$ cat config.mk
export PLATFORM = sky130hd
export DESIGN_NAME = ecp_fwd_tx
export DESIGN_NICKNAME = d
export VERILOG_FILES = /design/src/rtl/ecp_fwd_pkg.sv /design/src/rtl/ecp_src_sel.sv /design/src/rtl/ecp_hs_fsm.sv /design/src/rtl/ecp_out_reg.sv /design/src/rtl/ecp_fwd_tx.sv
export SDC_FILE = /design/constraint.sdc
export NUM_CORES = 1
export LEC_CHECK = 0
export BUFFER_PORTS_ARGS = -buffer_cell sky130_fd_sc_hd__clkbuf_2
export CORE_AREA = 2 2 50 52
export CTS_CLUSTER_SIZE = 30
export DETAILED_ROUTE_END_ITERATION = 8
export DIE_AREA = 0 0 52 54
export PLACE_DENSITY_LB_ADDON = 0.1
export SYNTH_ARGS = -nofsm -noshare
export SYNTH_HDL_FRONTEND = slang
export SYNTH_SLANG_ARGS = --single-unit
$ cat constraint.sdc
create_clock -name clk_i -period 2 [get_ports clk_i]
set_clock_uncertainty 0.05 [all_clocks]
set_input_delay 0.3 -clock clk_i [delete_from_list [all_inputs] [get_ports clk_i]]
set_output_delay 0.3 -clock clk_i [all_outputs]
set_load 0.01 [all_outputs]
$ cat src/rtl/ecp_fwd_pkg.sv
package ecp_fwd_pkg;

  typedef enum logic [1:0] {
    HS_IDLE    = 2'd0,
    HS_SETUP   = 2'd1,
    HS_STROBE  = 2'd2,
    HS_RELEASE = 2'd3
  } hs_state_e;

  localparam logic ACK_DATA = 1'b1;
  localparam logic ACK_CMD  = 1'b0;

endpackage

$ cat src/rtl/ecp_src_sel.sv
module ecp_src_sel #(
  parameter int DW = 8
) (
  input  logic          clk_i,
  input  logic          rst_ni,
  input  logic          go_i,
  input  logic          cmd_empty_i,
  input  logic [DW-1:0] cmd_rdata_i,
  input  logic          dat_empty_i,
  input  logic [DW-1:0] dat_rdata_i,
  output logic          cmd_rd_o,
  output logic          dat_rd_o,
  output logic          load_o,
  output logic          load_cmd_o,
  output logic [DW-1:0] load_byte_o
);

  localparam int MSB = DW - 1;

  // set after a count is sent, cleared when its data byte goes out
  logic run_owed_q;
  logic pick_cmd, pick_dat;

  always_comb begin
    pick_cmd = go_i && !cmd_empty_i && !run_owed_q;
    pick_dat = go_i && !pick_cmd && !dat_empty_i;
  end

  assign cmd_rd_o    = pick_cmd;
  assign dat_rd_o    = pick_dat;
  assign load_o      = pick_cmd | pick_dat;
  assign load_cmd_o  = pick_cmd;
  assign load_byte_o = pick_cmd ? cmd_rdata_i : dat_rdata_i;

  always_ff @(posedge clk_i or negedge rst_ni) begin
    if (!rst_ni) begin
      run_owed_q <= 1'b0;
    end else if (pick_cmd && !cmd_rdata_i[MSB]) begin
      run_owed_q <= 1'b1;
    end else if (pick_dat) begin
      run_owed_q <= 1'b0;
    end
  end

endmodule

$ cat src/rtl/ecp_hs_fsm.sv
module ecp_hs_fsm
  import ecp_fwd_pkg::*;
#(
  parameter int SETUP_CYCLES = 2
) (
  input  logic clk_i,
  input  logic rst_ni,
  input  logic load_i,
  input  logic busy_i,
  output logic idle_o,
  output logic stb_o
);

  localparam int CW = (SETUP_CYCLES < 2) ? 1 : $clog2(SETUP_CYCLES);
  localparam logic [CW-1:0] CNT_LAST = CW'(SETUP_CYCLES - 1);

  hs_state_e      state_q;
  logic [CW-1:0]  cnt_q;

  always_ff @(posedge clk_i or negedge rst_ni) begin
    if (!rst_ni) begin
      state_q <= HS_IDLE;
      cnt_q   <= '0;
    end else begin
      case (state_q)
        HS_IDLE: begin
          if (load_i) begin
            state_q <= HS_SETUP;
            cnt_q   <= '0;
          end
        end
        HS_SETUP: begin
          if (cnt_q == CNT_LAST) state_q <= HS_STROBE;
          else                   cnt_q   <= cnt_q + CW'(1);
        end
        HS_STROBE: begin
          if (busy_i) state_q <= HS_RELEASE;
        end
        HS_RELEASE: begin
          if (!busy_i) state_q <= HS_IDLE;
        end
        default: state_q <= HS_IDLE;
      endcase
    end
  end

  assign idle_o = (state_q == HS_IDLE);
  assign stb_o  = (state_q == HS_STROBE);

endmodule

$ cat src/rtl/ecp_out_reg.sv
module ecp_out_reg
  import ecp_fwd_pkg::*;
#(
  parameter int DW = 8
) (
  input  logic          clk_i,
  input  logic          rst_ni,
  input  logic          load_i,
  input  logic          load_cmd_i,
  input  logic [DW-1:0] byte_i,
  output logic [DW-1:0] pd_o,
  output logic          host_ack_o,
  output logic [DW-2:0] chan_o
);

  localparam int MSB = DW - 1;

  always_ff @(posedge clk_i or negedge rst_ni) begin
    if (!rst_ni) begin
      pd_o       <= '0;
      host_ack_o <= ACK_DATA;
      chan_o     <= '0;
    end else if (load_i) begin
      pd_o       <= byte_i;
      host_ack_o <= load_cmd_i ? ACK_CMD : ACK_DATA;
      if (load_cmd_i && byte_i[MSB]) chan_o <= byte_i[MSB-1:0];
    end
  end

endmodule

$ cat src/rtl/ecp_fwd_tx.sv
module ecp_fwd_tx #(
  parameter int DW           = 8,
  parameter int SETUP_CYCLES = 2
) (
  input  logic          clk_i,
  input  logic          rst_ni,
  input  logic          xfer_en_i,
  input  logic          dir_fwd_i,
  input  logic          cmd_empty_i,
  input  logic [DW-1:0] cmd_rdata_i,
  output logic          cmd_rd_o,
  input  logic          dat_empty_i,
  input  logic [DW-1:0] dat_rdata_i,
  output logic          dat_rd_o,
  output logic [DW-1:0] pd_o,
  output logic          host_ack_o,
  output logic          stb_o,
  input  logic          busy_i,
  output logic [DW-2:0] chan_o
);

  logic          idle;
  logic          go;
  logic          load;
  logic          load_cmd;
  logic [DW-1:0] load_byte;

  assign go = xfer_en_i && dir_fwd_i && idle && !busy_i;

  ecp_src_sel #(.DW(DW)) u_sel (
    .clk_i       (clk_i),
    .rst_ni      (rst_ni),
    .go_i        (go),
    .cmd_empty_i (cmd_empty_i),
    .cmd_rdata_i (cmd_rdata_i),
    .dat_empty_i (dat_empty_i),
    .dat_rdata_i (dat_rdata_i),
    .cmd_rd_o    (cmd_rd_o),
    .dat_rd_o    (dat_rd_o),
    .load_o      (load),
    .load_cmd_o  (load_cmd),
    .load_byte_o (load_byte)
  );

  ecp_hs_fsm #(.SETUP_CYCLES(SETUP_CYCLES)) u_fsm (
    .clk_i  (clk_i),
    .rst_ni (rst_ni),
    .load_i (load),
    .busy_i (busy_i),
    .idle_o (idle),
    .stb_o  (stb_o)
  );

  ecp_out_reg #(.DW(DW)) u_out (
    .clk_i      (clk_i),
    .rst_ni     (rst_ni),
    .load_i     (load),
    .load_cmd_i (load_cmd),
    .byte_i     (load_byte),
    .pd_o       (pd_o),
    .host_ack_o (host_ack_o),
    .chan_o     (chan_o)
  );

endmodule

* Yosys cells after proc, flatten, opt, wreduce, memory -nomap -nowiden *
Index checks and enable logic that the tools add are counted.

storage, ports and cells
  output and inout bits = 19
  input port bits = 23
  logic and storage cells = 48
  bits in registers = 20

cells by class
  add/subtract/negate cells = 1
  eq/ne operators = 7
  bitwise logic cells = 1
  mux-type cells = 12
  reductions and logical operators = 21

operators by type and width
  kind                                                                     count
  1-bit logical AND                                                        9
  2-bit 2-to-1 mux                                                         4
  8-bit 2-to-1 mux                                                         1
  2-bit one-hot mux with 4 select lines                                    1
  1-bit zero test                                                          6
  2-bit by 1-bit inequality test with 1-bit output, second input constant  3
  1-bit 2-to-1 mux                                                         5
  2-bit == test, second input constant                                     2
  2-bit AND reduction                                                      2
  4-bit AND reduction                                                      1
  2-bit nonzero test                                                       2
  2-bit by 1-bit == test with 1-bit output, second input constant          1
  2-bit zero test                                                          1
  2-bit inequality test, second input constant                             1
  1-bit one-hot mux with 2 select lines                                    1
  1-bit adder, second input constant                                       1
  1-bit bitwise OR                                                         1

* Logic depth before layout (Yosys ltp) *
  word-level depth = 11
  depth in mapped cells = 7
  gate-level depth less buffers = 6

* Modules after synthesis *
From an unflattened synthesis, not the netlist that was laid out.

unflattened totals
  cells, all modules = 75
  area, all modules = 1068.5 sq um

by module, submodules not included
  module       times used  cells each  seq. area each (sq um)  area an instance (sq um)
  ecp_out_reg  1           35          401.6                   613.1
  ecp_hs_fsm   1           20          75.1                    226.5
  ecp_src_sel  1           19          25.0                    219.0
  ecp_fwd_tx   1           1           0.0                     10.0

* Worst setup path after synthesis *
Ideal clock, no wire load.

  kind = register to register
  start point = register u_fsm.state_q[0]
  end point = register u_out.chan_o[0]
  arrival time = 1.410 ns
  required time = 1.825 ns
  path slack = 0.415 ns
  cell stages (with the launch flop) = 7
  period minus slack after synthesis = 1.585 ns
  buffers on the path = 0
  library setup time = 0.125 ns
  cell sequence = dfrtp_1 -> inv_1 -> ha_1 -> nand4b_4 -> nor2_8 -> nand2_4 -> mux2_4

on the way
  cells in the longest elaborated chain, start to end = 10
  elaborated cells between the ends (all ways) = 12
  classes of those cells = 1 x mux; 1 x bitwise; 10 x reduce/logical

ends and longest elaborated chain
  what                                  line               source
  start, declared                       ecp_hs_fsm.sv:17   hs_state_e state_q;
  start signal, assigned                ecp_hs_fsm.sv:22   state_q <= HS_IDLE;
  start signal, assigned                ecp_hs_fsm.sv:28   state_q <= HS_SETUP;
  start signal, assigned                ecp_hs_fsm.sv:33   if (cnt_q == CNT_LAST) state_q <= HS_STROBE;
  2-bit zero test *                     ecp_hs_fsm.sv:47   assign idle_o = (state_q == HS_IDLE);
  1-bit logical AND * (2 in series)     ecp_fwd_tx.sv:28   assign go = xfer_en_i && dir_fwd_i && idle && !busy_i;
  1-bit logical AND * (2 in series)     ecp_src_sel.sv:25  pick_cmd = go_i && !cmd_empty_i && !run_owed_q;
  net cmd_rd_o                          ecp_fwd_tx.sv:11   output logic cmd_rd_o,
  1-bit zero test                       ecp_src_sel.sv:26  pick_dat = go_i && !pick_cmd && !dat_empty_i;
  1-bit logical AND (2 in series)       ecp_src_sel.sv:26
  1-bit bitwise OR                      ecp_src_sel.sv:31  assign load_o = pick_cmd | pick_dat;
  2-bit AND reduction (no source line)  --
  end signal, assigned                  ecp_out_reg.sv:26  if (load_cmd_i && byte_i[MSB]) chan_o <= byte_i[MSB-1:0];
  end, declared                         ecp_out_reg.sv:13  output logic [DW-2:0] chan_o

Mark *: on every way through the listed nets, which the timed path passes. The rest lies on a longest branch.
A chain may end at the register's enable or synchronous reset.

* Worst setup path in the final report *
  start point = register u_fsm.state_q[1]
  end point = output port cmd_rd_o

on the way
  cells in the longest elaborated chain, start to end = 5

ends and longest elaborated chain
  what                             line
  2-bit zero test                  ecp_hs_fsm.sv:47
  1-bit logical AND (2 in series)  ecp_fwd_tx.sv:28
  1-bit logical AND (2 in series)  ecp_src_sel.sv:25
  end, declared                    ecp_fwd_tx.sv:11

Every way passes these cells.

==> metrics.cfg <==
[power_and_ir_drop]
leakagePower_nw = 0.6978
pwr_density_cell_mw_per_mm2 = 1333
vdd_drop_max_v = 0.0008265
design_power_total_mw = 1.703

[timing]
period_needed_ns = 1.873
fmax_ghz = 0.5339
slew_violations = 0
setup_viol = 0
timing.hold.ws_ns = 0.1906
worst_slack_ns = 0.1270
min_period_over_period = 0.9365
final.setup.tns_ns = 0
rsz0062_at_grt = no
slew_headroom = 0.6569
hold_viol_final = 0
tightest_slew_ns = 0.5146

[worst_setup_path]
critPathMaxFanout = 6
critPathLaunchType = flip-flop
critPathCaptureType = output port
arrival_ns = 1.52
worstSetupPathType = flip-flop to output port
worstPathRequired_ns = 1.65

[cts]
path_clk_slew_ns = 0.12
cts_root_buf = clkbuf_4
cts_tree = done
post_cts_buffers = 0
clk_latency_ns = 0.30
cts_inserted_buffers = 3
cts_buffer_depth = 2
cts_max_level = 1
cts_sinks = 20

[cells_and_area]
n_fill_cell = 228
fin_nets = 159
areaGrowthSynthToFinish_pct = 28.91
utilization = 0.5507
layout_common_cells = 41 x clkbuf_2, 19 x dfrtp_1, 13 x nor2_1
final_common_cell = clkbuf_2
post-route-cell-area_mm2 = 0.001277
instances_no_fill = 160
multi_input_area_um2 = 456.7
drive_gt1_frac = 0.4769
ff_latch_area_um2 = 501.7
diodes = 0

[drt]
drc = 0
via_per_inst = 4.888
drt-pass1-iter-count = 4
wl_um = 2158
drt_iter0_markers = 3
ant_nets = 0
vias = 782
wl_per_cell_um = 13.49

[synth]
ys_types = 25
syn-mean-instance-area_um2 = 11.66
synth_seq_area_share = 0.5063
synthCells = 85
syn_nets = 113
synth_area_um2 = 991.0
yosysWarnings = 0
synth-seq-cells = 20

[floorplanning]
rows = 18
die_area_mm2 = 0.002808
start_util = 0.4272
fp.coreArea_mm2 = 0.002320
ios = 42
die_h_um = 54
die_x_um = 52

[outcome]
status = finished, final reports clean

[place]
dpl-instance-area_mm2 = 0.001229
dpl_worst_slack_ns = 0.2129
dp_cells = 155
place_congestion = 0.7720
port-buffer-count = 41
hpwl_um = 1758

[global_route]
grt-ovfl-total = 0
grt_usage = 0.1659
antenna_found_initial = 0
grt_pass1_wl_um = 3353
grt_pass1_vias = 728
grt_max_degree = 21

[run]
drv_cap = 0

[worst_hold_path]
min_path_type = input port to flip-flop

==> cells in the mapped netlist <==
master,instances,area (um^2)
nand2_4,1,11.26
ha_1,5,62.56
a21oi_1,9,45.04
nand2_1,1,3.750
nor2_1,13,48.80
or2_4,1,8.760
nand4b_4,1,23.77
nor2_8,1,20.02
nor2b_1,1,6.260
dfrtp_1,19,475.5
clkbuf_1,1,3.750
buf_6,1,11.26
dfstp_2,1,26.28
mux2_2,1,11.26
o21ai_1,1,5.000
mux2_4,7,105.1
nand2b_1,1,6.260
o31ai_1,1,7.510
o22ai_1,8,50.05
a221oi_1,1,8.760
o21ai_0,3,15.01
nor3_1,1,5.000
inv_1,4,15.01
buf_2,1,5.000
mux2i_1,1,10.01
==> cell type report <==
type / instances / area share
Clock buffer: 4 / 0.02840
Inverter: 4 / 0.01175
Multi-Input combinational cell: 58 / 0.3575
Sequential cell: 20 / 0.3928
Tap cell: 30 / 0.02938
Timing Repair Buffer: 44 / 0.1802
==> layer usage <==
layer | part of all wire | vias to the layer above | global-route usage | routed length [um]
met3 | 0.056 | 2 | 0.05278 | 121
met2 | 0.50 | 22 | 0.2785 | 1088
li1 | - | 390 | - | -
met5 | 0 | - | 0 | 0
met1 | 0.43 | 368 | 0.2076 | 935
met4 | 0.0056 | 0 | 0.03947 | 12
==> timing repair <==
item / 4_1_cts / 5_1_grt
hold buffers: 1 / 0
gates resized for setup: 0 / 2
endpoints found under the hold margin: 19 / 0
setup endpoints to repair: 0 / 2
==> critical path, stage by stage, from the launching register on <==
cell      delay (ns)
dfrtp_1         0.43
inv_1           0.11
ha_2            0.22
nand4b_4        0.17
nor2_8          0.15
clkbuf_2        0.15
==> state kept, by name (all words and copies together), names as in the netlist <==
name,flops
u_out.pd_o,8
u_fsm.state_q,2
u_fsm.cnt_q,1
u_sel.run_owed_q,1
u_out.chan_o,7
u_out.host_ack_o,1
==> cells by family after synthesis <==
group                      Yosys count  share of synthesized area
buffers and inverters                7                    0.03534
DFF                                 20                     0.5063
and+or+nand+nor                     21                     0.1351
AOI/OAI and AO/OA                   23                     0.1326
muxes                                9                     0.1275
adders and majority gates            5                    0.06313
==> path summary, 6_finish.rpt <==
| path | from | to | slack (ns) | cells after the start |
|---|---|---|---|---|
| setup / recovery | u_fsm.state_q[1] | cmd_rd_o | 0.13 | 5 |
| hold / removal | cmd_rdata_i[7] | u_sel.run_owed_q | 0.19 | 2 |
| setup reg to reg | u_fsm.state_q[1] | u_fsm.state_q[1] | 0.27 | 6 |
| hold reg to reg | u_out.host_ack_o | u_out.host_ack_o | 0.46 | 2 |
| max in group asynchronous | rst_ni | u_out.host_ack_o | 1.11 | 2 |
| min in group asynchronous | rst_ni | u_out.chan_o[1] | 0.44 | 2 |
==> power by group <==
| group | switching, mW | internal (mW) | total (mW) |
|---|---|---|---|
| sequential | 0.105 | 0.600 | 0.705 |
| combinational | 0.394 | 0.372 | 0.765 |
| clock | 0.121 | 0.111 | 0.232 |
Power figures use the tool's default switching activity.
